--- src/rtl/rxc_pkg.sv ---
package rxc_pkg;

   localparam int SLOT_COUNT = 10;

   typedef enum logic [2:0] {
      ST_IDLE,
      ST_RX,
      ST_ACK,
      ST_TX,
      ST_MACK
   } link_st_e;

   typedef enum logic [1:0] {
      PH_ADDR,
      PH_PTR,
      PH_DATA
   } phase_e;

   // Slots that hold storage; every other index reads as zero.
   function automatic logic slot_used(input int idx);
      return (idx >= 0 && idx <= 6) || (idx == 9);
   endfunction

   function automatic logic [7:0] slot_reset(input int idx);
      case (idx)
         0: return 8'h56;
         1: return 8'h1E;
         2: return 8'h90;
         3: return 8'h69;
         4: return 8'h60;
         5: return 8'h04;
         default: return 8'h00;
      endcase
   endfunction

endpackage

--- src/rtl/rxc_bus_sync.sv ---
module rxc_bus_sync #(
   parameter int STAGES = 2
) (
   input  logic clk,
   input  logic rst_n,
   input  logic scl_i,
   input  logic sda_i,
   output logic sda_s,
   output logic scl_rise,
   output logic scl_fall,
   output logic start_ev,
   output logic stop_ev
);
   if (STAGES < 2) begin : g_bad_stages
      $error("rxc_bus_sync: STAGES must be at least 2");
   end

   logic [STAGES-1:0] scl_pipe, sda_pipe;
   logic scl_d, sda_d, scl_s;

   always_ff @(posedge clk or negedge rst_n) begin
      if (!rst_n) begin
         scl_pipe <= '1;
         sda_pipe <= '1;
         scl_d    <= 1'b1;
         sda_d    <= 1'b1;
      end else begin
         scl_pipe <= {scl_pipe[STAGES-2:0], scl_i};
         sda_pipe <= {sda_pipe[STAGES-2:0], sda_i};
         scl_d    <= scl_pipe[STAGES-1];
         sda_d    <= sda_pipe[STAGES-1];
      end
   end

   assign scl_s    = scl_pipe[STAGES-1];
   assign sda_s    = sda_pipe[STAGES-1];
   assign scl_rise = scl_s & ~scl_d;
   assign scl_fall = ~scl_s & scl_d;
   assign start_ev = scl_s & scl_d & sda_d & ~sda_s;
   assign stop_ev  = scl_s & scl_d & ~sda_d & sda_s;

endmodule

--- src/rtl/rxc_link.sv ---
module rxc_link #(
   parameter logic [4:0] DEV_ID_HI = 5'b11000,
   parameter int         PTR_W     = 8
) (
   input  logic             clk,
   input  logic             rst_n,
   input  logic             scl_rise,
   input  logic             scl_fall,
   input  logic             start_ev,
   input  logic             stop_ev,
   input  logic             sda_s,
   input  logic             sel1,
   input  logic             sel2,
   input  logic [7:0]       status_byte,
   output logic             sda_low,
   output logic             wr_en,
   output logic [PTR_W-1:0] wr_addr,
   output logic [7:0]       wr_data
);
   import rxc_pkg::*;

   link_st_e   st;
   phase_e     ph;
   logic [3:0] bitcnt;
   logic [7:0] shreg, txreg;
   logic [PTR_W-1:0] ptr;
   logic       rd_mode, nack;
   logic       addr_ok;

   assign addr_ok = (shreg[7:1] == {DEV_ID_HI, sel1, sel2}) && (sel1 || sel2);

   always_ff @(posedge clk or negedge rst_n) begin
      if (!rst_n) begin
         st      <= ST_IDLE;
         ph      <= PH_ADDR;
         bitcnt  <= '0;
         shreg   <= '0;
         txreg   <= '0;
         ptr     <= '0;
         rd_mode <= 1'b0;
         nack    <= 1'b1;
         sda_low <= 1'b0;
         wr_en   <= 1'b0;
         wr_addr <= '0;
         wr_data <= '0;
      end else begin
         wr_en <= 1'b0;
         if (start_ev) begin
            st      <= ST_RX;
            ph      <= PH_ADDR;
            bitcnt  <= '0;
            rd_mode <= 1'b0;
            sda_low <= 1'b0;
         end else if (stop_ev) begin
            st      <= ST_IDLE;
            sda_low <= 1'b0;
         end else begin
            case (st)
               ST_RX: begin
                  if (scl_rise) begin
                     shreg  <= {shreg[6:0], sda_s};
                     bitcnt <= bitcnt + 4'd1;
                  end else if (scl_fall && bitcnt == 4'd8) begin
                     bitcnt <= '0;
                     case (ph)
                        PH_ADDR: begin
                           if (addr_ok) begin
                              st      <= ST_ACK;
                              sda_low <= 1'b1;
                              rd_mode <= shreg[0];
                              ph      <= PH_PTR;
                           end else begin
                              st <= ST_IDLE;
                           end
                        end
                        PH_PTR: begin
                           ptr     <= shreg[PTR_W-1:0];
                           ph      <= PH_DATA;
                           st      <= ST_ACK;
                           sda_low <= 1'b1;
                        end
                        default: begin
                           wr_en   <= 1'b1;
                           wr_addr <= ptr;
                           wr_data <= shreg;
                           ptr     <= ptr + PTR_W'(1);
                           st      <= ST_ACK;
                           sda_low <= 1'b1;
                        end
                     endcase
                  end
               end
               ST_ACK: begin
                  if (scl_fall) begin
                     bitcnt <= '0;
                     if (rd_mode) begin
                        txreg   <= 8'h00;
                        sda_low <= 1'b1;
                        st      <= ST_TX;
                     end else begin
                        sda_low <= 1'b0;
                        st      <= ST_RX;
                     end
                  end
               end
               ST_TX: begin
                  if (scl_rise) begin
                     bitcnt <= bitcnt + 4'd1;
                  end else if (scl_fall) begin
                     if (bitcnt == 4'd8) begin
                        sda_low <= 1'b0;
                        bitcnt  <= '0;
                        st      <= ST_MACK;
                     end else begin
                        txreg   <= {txreg[6:0], 1'b0};
                        sda_low <= ~txreg[6];
                     end
                  end
               end
               ST_MACK: begin
                  if (scl_rise) begin
                     nack <= sda_s;
                  end else if (scl_fall) begin
                     if (nack) begin
                        st <= ST_IDLE;
                     end else begin
                        txreg   <= status_byte;
                        sda_low <= ~status_byte[7];
                        st      <= ST_TX;
                     end
                  end
               end
               default: ;
            endcase
         end
      end
   end

   // an idle slave never holds the line
   assert_idle_quiet_R9: assert property (@(posedge clk) disable iff (!rst_n)
      (st == ST_IDLE) |-> !sda_low);

   // each stored byte advances the pointer by one
   assert_ptr_step_R3: assert property (@(posedge clk) disable iff (!rst_n)
      wr_en |-> (ptr == wr_addr + PTR_W'(1)));

   // a STOP always returns to idle with the line released
   assert_stop_release_R6: assert property (@(posedge clk) disable iff (!rst_n)
      stop_ev && !start_ev |=> (st == ST_IDLE) && !sda_low);

   // a START restarts address reception from bit zero
   assert_start_restart_R7: assert property (@(posedge clk) disable iff (!rst_n)
      start_ev |=> (st == ST_RX) && (ph == PH_ADDR) && (bitcnt == 4'd0));

   // with both straps low no transfer gets past its address
   assert_no_strap_R2: assert property (@(posedge clk) disable iff (!rst_n)
      (!sel1 && !sel2) |-> (ph == PH_ADDR) || (st == ST_IDLE) || (st == ST_RX && bitcnt == 4'd0 && ph == PH_ADDR));

endmodule

--- src/rtl/rxc_regfile.sv ---
module rxc_regfile #(
   parameter int NUM_SLOTS = rxc_pkg::SLOT_COUNT,
   parameter int PTR_W     = 8
) (
   input  logic                   clk,
   input  logic                   rst_n,
   input  logic                   wr_en,
   input  logic [PTR_W-1:0]       wr_addr,
   input  logic [7:0]             wr_data,
   output logic [NUM_SLOTS*8-1:0] regs_flat
);
   if (NUM_SLOTS < 10) begin : g_bad_slots
      $error("rxc_regfile: NUM_SLOTS must cover slot 9");
   end
   if ((1 << PTR_W) < NUM_SLOTS) begin : g_bad_ptr
      $error("rxc_regfile: PTR_W too narrow for NUM_SLOTS");
   end

   for (genvar i = 0; i < NUM_SLOTS; i++) begin : g_slot
      if (rxc_pkg::slot_used(i)) begin : g_reg
         logic [7:0] q;
         always_ff @(posedge clk or negedge rst_n) begin
            if (!rst_n)
               q <= rxc_pkg::slot_reset(i);
            else if (wr_en && wr_addr == PTR_W'(i))
               q <= wr_data;
         end
         assign regs_flat[i*8 +: 8] = q;
      end else begin : g_hole
         assign regs_flat[i*8 +: 8] = 8'h00;
      end
   end

   // a write to a slot without storage leaves every field as it was
   assert_unused_drop_R4: assert property (@(posedge clk) disable iff (!rst_n)
      wr_en && !rxc_pkg::slot_used(int'(wr_addr)) |=> $stable(regs_flat));

   // a write to slot 0 shows the written byte on the next cycle
   assert_write_lands_R3: assert property (@(posedge clk) disable iff (!rst_n)
      wr_en && (wr_addr == '0) |=> (regs_flat[7:0] == $past(wr_data)));

endmodule

--- src/rtl/rxc_i2c_ctl.sv ---
module rxc_i2c_ctl #(
   parameter logic [4:0] DEV_ID_HI   = 5'b11000,
   parameter int         SYNC_STAGES = 2,
   parameter int         PTR_W       = 8,
   parameter int         NUM_SLOTS   = rxc_pkg::SLOT_COUNT
) (
   input  logic        clk,
   input  logic        rst_n,
   input  logic        scl_i,
   input  logic        sda_i,
   output logic        sda_drive_low_o,
   input  logic        sel1_i,
   input  logic        sel2_i,
   input  logic        agc_engaged_i,
   input  logic        ant_overcurrent_i,
   input  logic        ant_detect_i,
   input  logic        pll_locked_i,
   output logic        refout_half_o,
   output logic [6:0]  n_int_o,
   output logic [3:0]  pll_mode_o,
   output logic [19:0] n_frac_o,
   output logic        ref_half_o,
   output logic        cp_high_o,
   output logic        lo_div8_o,
   output logic        pd_agc_o,
   output logic        pd_ant_o,
   output logic        pd_fe_o,
   output logic        pd_be_o,
   output logic        pd_pll_o,
   output logic [4:0]  agc_thresh_o,
   output logic [1:0]  lpf_shift_o,
   output logic        bb_boost_o,
   output logic [3:0]  fe_cut_o,
   output logic        pd_refbuf_o,
   output logic [2:0]  test_sel_o,
   output logic [7:0]  lpf_trim_o
);
   localparam int S_INT  = 0 * 8;
   localparam int S_FR2  = 1 * 8;
   localparam int S_FR1  = 2 * 8;
   localparam int S_FR0  = 3 * 8;
   localparam int S_CTL  = 4 * 8;
   localparam int S_GAIN = 5 * 8;
   localparam int S_FE   = 6 * 8;
   localparam int S_TRIM = 9 * 8;

   if (PTR_W < 4) begin : g_bad_ptr
      $error("rxc_i2c_ctl: PTR_W must reach slot 9");
   end

   logic sda_s, scl_rise, scl_fall, start_ev, stop_ev;
   logic wr_en;
   logic [PTR_W-1:0] wr_addr;
   logic [7:0] wr_data, status_byte;
   logic [NUM_SLOTS*8-1:0] regs_flat;

   assign status_byte = {4'b0000, agc_engaged_i, ant_overcurrent_i, ant_detect_i, pll_locked_i};

   rxc_bus_sync #(.STAGES(SYNC_STAGES)) sync_i (
      .clk(clk), .rst_n(rst_n), .scl_i(scl_i), .sda_i(sda_i),
      .sda_s(sda_s), .scl_rise(scl_rise), .scl_fall(scl_fall),
      .start_ev(start_ev), .stop_ev(stop_ev)
   );

   rxc_link #(.DEV_ID_HI(DEV_ID_HI), .PTR_W(PTR_W)) link_i (
      .clk(clk), .rst_n(rst_n), .scl_rise(scl_rise), .scl_fall(scl_fall),
      .start_ev(start_ev), .stop_ev(stop_ev), .sda_s(sda_s),
      .sel1(sel1_i), .sel2(sel2_i), .status_byte(status_byte),
      .sda_low(sda_drive_low_o), .wr_en(wr_en), .wr_addr(wr_addr), .wr_data(wr_data)
   );

   rxc_regfile #(.NUM_SLOTS(NUM_SLOTS), .PTR_W(PTR_W)) regs_i (
      .clk(clk), .rst_n(rst_n), .wr_en(wr_en), .wr_addr(wr_addr),
      .wr_data(wr_data), .regs_flat(regs_flat)
   );

   assign refout_half_o = regs_flat[S_INT+7];
   assign n_int_o       = regs_flat[S_INT +: 7];
   assign pll_mode_o    = regs_flat[S_FR2+4 +: 4];
   assign n_frac_o      = {regs_flat[S_FR2 +: 4], regs_flat[S_FR1 +: 8], regs_flat[S_FR0 +: 8]};
   assign {ref_half_o, cp_high_o, lo_div8_o, pd_agc_o,
           pd_ant_o, pd_fe_o, pd_be_o, pd_pll_o} = regs_flat[S_CTL +: 8];
   assign agc_thresh_o  = regs_flat[S_GAIN+3 +: 5];
   assign lpf_shift_o   = regs_flat[S_GAIN+1 +: 2];
   assign bb_boost_o    = regs_flat[S_GAIN];
   assign fe_cut_o      = regs_flat[S_FE+4 +: 4];
   assign pd_refbuf_o   = regs_flat[S_FE+3];
   assign test_sel_o    = regs_flat[S_FE +: 3];
   assign lpf_trim_o    = regs_flat[S_TRIM +: 8];

   if (NUM_SLOTS > 10) begin : g_extra
      logic unused_hi;
      assign unused_hi = ^regs_flat[NUM_SLOTS*8-1:80];
   end
   logic unused_holes;
   assign unused_holes = ^regs_flat[79:56];

   // the power-down fields follow slot 4 bits 4..0 after a write there
   assert_ctl_fields_R8: assert property (@(posedge clk) disable iff (!rst_n)
      wr_en && (wr_addr == PTR_W'(4)) |=> ({pd_agc_o, pd_ant_o, pd_fe_o, pd_be_o, pd_pll_o} == $past(wr_data[4:0])));

endmodule

--- config.mk ---
export PLATFORM = sky130hd
export DESIGN_NAME = rxc_i2c_ctl
export DESIGN_NICKNAME = d
export VERILOG_FILES = /design/src/rtl/rxc_pkg.sv /design/src/rtl/rxc_bus_sync.sv /design/src/rtl/rxc_link.sv /design/src/rtl/rxc_regfile.sv /design/src/rtl/rxc_i2c_ctl.sv
export SDC_FILE = /design/constraint.sdc
export NUM_CORES = 1
export LEC_CHECK = 0
export BUFFER_PORTS_ARGS = -buffer_cell sky130_fd_sc_hd__buf_2
export CORE_MARGIN = 2
export CORE_UTILIZATION = 25
export CTS_CLUSTER_DIAMETER = 150
export CTS_CLUSTER_SIZE = 16
export DETAILED_ROUTE_END_ITERATION = 8
export PLACE_DENSITY = 0.5
export SLEW_MARGIN = 10
export SYNTH_ARGS = -nofsm -noshare
export SYNTH_HDL_FRONTEND = slang
export SYNTH_SLANG_ARGS = --single-unit
--- constraint.sdc ---
create_clock -name clk -period 2.1 [get_ports clk]
set_input_delay 0.63 -clock clk [delete_from_list [all_inputs] [get_ports clk]]
set_output_delay 0.63 -clock clk [all_outputs]
set_load 0.005 [all_outputs]
==> flow_metrics.py <==
metrics = {
    "outcome": {
        "outcome": "completed",
    },
    "global_routing": {
        "initial_antenna_violation_count": 0,
        "grt_pass1_vias": 3758,
        "grt_use_total": 0.1150,
        "grt_overflow_total": 0,
        "largest_net_degree_at_the_start_of_global_routing": 38,
        "grt_pass1_wl_mm": 20.04,
    },
    "synth": {
        "dominantRegCellSynth": "dfrtp_1",
        "synth_seq_area_share": 0.5775,
        "syn-num-nets": 442,
        "syn_warnings": 0,
        "postSynthAreaPerCell_um2": 12.53,
        "synthCells": 426,
        "ys_ff_latch": 122,
        "synth_enable_flop_cells": 0,
        "netlist-cell-type-count": 55,
        "netlist_area_um2": 5339,
        "synth-async-reset-ratio": 1.000,
    },
    "hold_path": {
        "hold_path.class": "primary input to asynchronous set/reset pin",
    },
    "placement": {
        "port-buffer-count": 74,
        "dpl_cell_area_um2": 6265,
        "detailed_place_hpwl_mm": 9.009,
        "routabilityCongestion": 0.7788,
    },
    "timing": {
        "timing_max_transition_violations_final": 0,
        "setup_viol": 0,
        "least_margin_pin_slew_ns": 0.6217,
        "finalHoldViolCount": 0,
        "setup_repair_after_global_routing_missed_its_margin": "yes",
        "timing.fmax_mhz": 481.3,
        "layout_worst_path_cycle_share": 0.9893,
        "finalClockSkew_ns": 0.01068,
        "finalCriticalPeriod_ns": 2.078,
        "worst_slew_margin_rel": 0.5845,
    },
    "die": {
        "ioPinCount": 75,
        "die_x_um": 150.1,
        "dieArea_um2": 22540,
        "initial_utilization": 0.2540,
        "die_height_um": 150.1,
        "number_of_core_rows": 53,
        "floorplan.core_area_um2": 21020,
    },
    "power_and_ir_drop": {
        "max-vdd-ir-drop_mv": 0.5352,
        "power_mw": 6.322,
        "static-leakage-power_nw": 3.359,
        "powerDensity_nw_per_um2": 916.2,
    },
    "drt": {
        "dr_total_vias": 3808,
        "drt_pre_antenna_iters": 4,
        "detail_route.wl_per_cell_um": 15.45,
        "drt-vias-per-instance": 4.650,
        "routed_wl_mm": 12.65,
        "ant_nets": 0,
        "drt_drc_violations_left": 0,
        "drt-initial-drc-count": 197,
    },
    "worst_setup_path": {
        "crit_path_end_kind": "flip-flop",
        "setup.worst_path.start_class": "flip-flop",
        "worst_path_max_delay_cell": "or4_4",
        "largest_fanout_of_any_net_on_the_critical_path": 8,
        "critPathBufInv": 1,
        "crit-reg2reg-launch": "link_i.wr_addr[5]",
        "r2r-end": "regs_i.g_slot[0].g_reg.q[7]",
        "reg2reg_setup_slack_ns": 0.02,
        "r2r_cells": 5,
        "critical_path_at_ns": 2.37,
        "cp.required_ns": 2.39,
        "setup.worst_path.class": "flip-flop to flip-flop",
        "critPathMaxStageDelay_ns": 0.53,
        "cp_cell_sequence": "or4_4 > or3_4 > nor2b_1 > buf_4 > mux2_2",
        "path_delay_family": "simple AND/OR/NAND/NOR gates",
    },
    "clock_network": {
        "insertion_delay_to_the_later_sink_of_the_worst_skew_pair_ns": 0.41,
        "cts_tree": "built",
        "clkSlewWorstSetupHoldPaths_ns": 0.06,
        "numClockSinks": 122,
        "cts.path.max_buffers": 2,
        "numCtsBuffers": 17,
        "cts-htree-levels": 4,
        "ctsRootBufferMaster": "clkbuf_16",
        "postCtsSetupBuffers": 0,
        "cts_hold_buf": 0,
    },
    "finish": {
        "net_count_of_the_finished_layout": 547,
        "mostFrequentLayoutCell": "dfrtp_1",
        "final_design_area_no_fill_um2": 6900,
        "final_cell_mix": "dfrtp_1 (98), mux2_2 (79), buf_2 (73), nand2_1 (34), dfstp_2 (24)",
        "antenna_cells_inserted": 0,
        "drive_above_1_share": 0.4706,
        "syn_to_final_growth_pct": 29.25,
    },
    "run": {
        "max_cap_violations": 0,
    },
}
==> cell type report <==
type	instances	area (um^2)
Fill cell	2079	14120
Sequential cell	122	3083
Multi-Input combinational cell	276	2197
Timing Repair Buffer	101	645.6
Clock buffer	19	452.9
Tap cell	275	344.1
Clock inverter	13	128.9
Inverter	13	48.80
==> repair_timing <==
item | CTS | global route
gates resized for setup | 3 | 13
pin swaps | 0 | 2
endpoints found under the setup margin | 38 | 26
==> per-layer routing <==
metal  GRT usage  wire length [um]  share of wire
met1      0.1481              5876           0.46
met2      0.1842              5990           0.47
met5           0                 0              0
met3     0.03879               598          0.047
met4     0.03302               187          0.015
==> through the flow <==
| step | std cells | setup TNS (ns) | hold slack (ns) | setup slack (ns) | utilization |
|---|---|---|---|---|---|
| global placement | 787 | -1.039 | 0.3476 | -0.1595 | 0.2980 |
| floorplan | 426 | -0.2119 | 0.3344 | -0.02376 | - |
| CTS | 819 | 0 | 0.1964 | 0.004285 | 0.3261 |
| global route | 819 | -0.3284 | 0.2095 | -0.04615 | 0.3283 |
| detailed placement | 787 | -1.835 | 0.3512 | -0.1391 | 0.2980 |
| finish | 819 | 0 | 0.1967 | 0.02247 | 0.3283 |
==> how the worst max path moves through the flow <==
| stage | startpoint | to | cells past startpoint | slack (ns) |
|---|---|---|---|---|
| CTS | link_i.wr_addr[5] | regs_i.g_slot[0].g_reg.q[7] | 5 | 0.004 |
| detailed placement | sel1_i | link_i.rd_mode | 6 | -0.14 |
| floorplan | link_i.wr_addr[5] | regs_i.g_slot[1].g_reg.q[0] | 5 | -0.02 |
| finish | link_i.wr_addr[5] | regs_i.g_slot[0].g_reg.q[7] | 5 | 0.02 |
| global route | link_i.wr_addr[5] | regs_i.g_slot[0].g_reg.q[7] | 5 | -0.05 |
| global placement | sel1_i | link_i.rd_mode | 6 | -0.16 |
==> cell usage after synthesis (2+ instances only) <==
cell	instances	area share
a31oi_1	5	0.0059
buf_2	3	0.0028
nand2_1	34	0.024
o22a_1	8	0.013
or4_1	2	0.0028
nor3_2	2	0.0037
o21ai_0	21	0.020
dfstp_2	24	0.12
nor2_1	20	0.014
o31ai_1	6	0.0084
nor2b_1	6	0.0070
dfrtp_1	98	0.46
o211ai_1	2	0.0028
a22oi_1	3	0.0042
or3_1	2	0.0023
ha_1	6	0.014
inv_1	13	0.0091
nor3_4	2	0.0061
and3b_1	2	0.0033
or2_2	2	0.0023
and2_1	4	0.0047
and3_1	4	0.0047
clkbuf_1	10	0.0070
mux2_2	85	0.18
nand3_1	10	0.0094
nor3b_1	4	0.0056
o2111ai_1	2	0.0033
a41o_1	2	0.0037
nand3b_1	3	0.0042
a21oi_1	16	0.015
==> where the power goes <==
part / switching [mW] / internal [mW] / leakage (nW)
Combinational: 0.465 / 0.359 / 1.48
Sequential: 0.160 / 2.46 / 1.60
Clock: 1.15 / 1.72 / 0.283
Total: 1.78 / 4.54 / 3.36
==> state kept, by name, indices dropped and copies added (netlist names), 3 cells and up <==
| register | flops |
|---|---|
| regs_i.g_slot.g_reg.q | 64 |
| link_i.bitcnt | 4 |
| link_i.shreg | 8 |
| link_i.txreg | 7 |
| link_i.wr_addr | 8 |
| link_i.st | 3 |
| link_i.ptr | 8 |
| link_i.wr_data | 8 |
==> cell families after synthesis <==
| family | after synthesis | share of synthesized area |
|---|---|---|
| compound gates | 78 | 0.09773 |
| xor+xnor | 1 | 0.001641 |
| fa+ha+maj | 6 | 0.01406 |
| buf+inv | 28 | 0.02062 |
| flops | 122 | 0.5775 |
| mux | 87 | 0.1833 |
| simple gates | 104 | 0.1052 |
==> worst reg2reg max path, delay by kind of cell, from the launching register on <==
family	cells	cell delay, ns
buffers and inverters	1	0.18
DFF	1	0.37
muxes	1	0.35
and+or+nand+nor	3	1.06
Power figures use the tool's default switching activity.
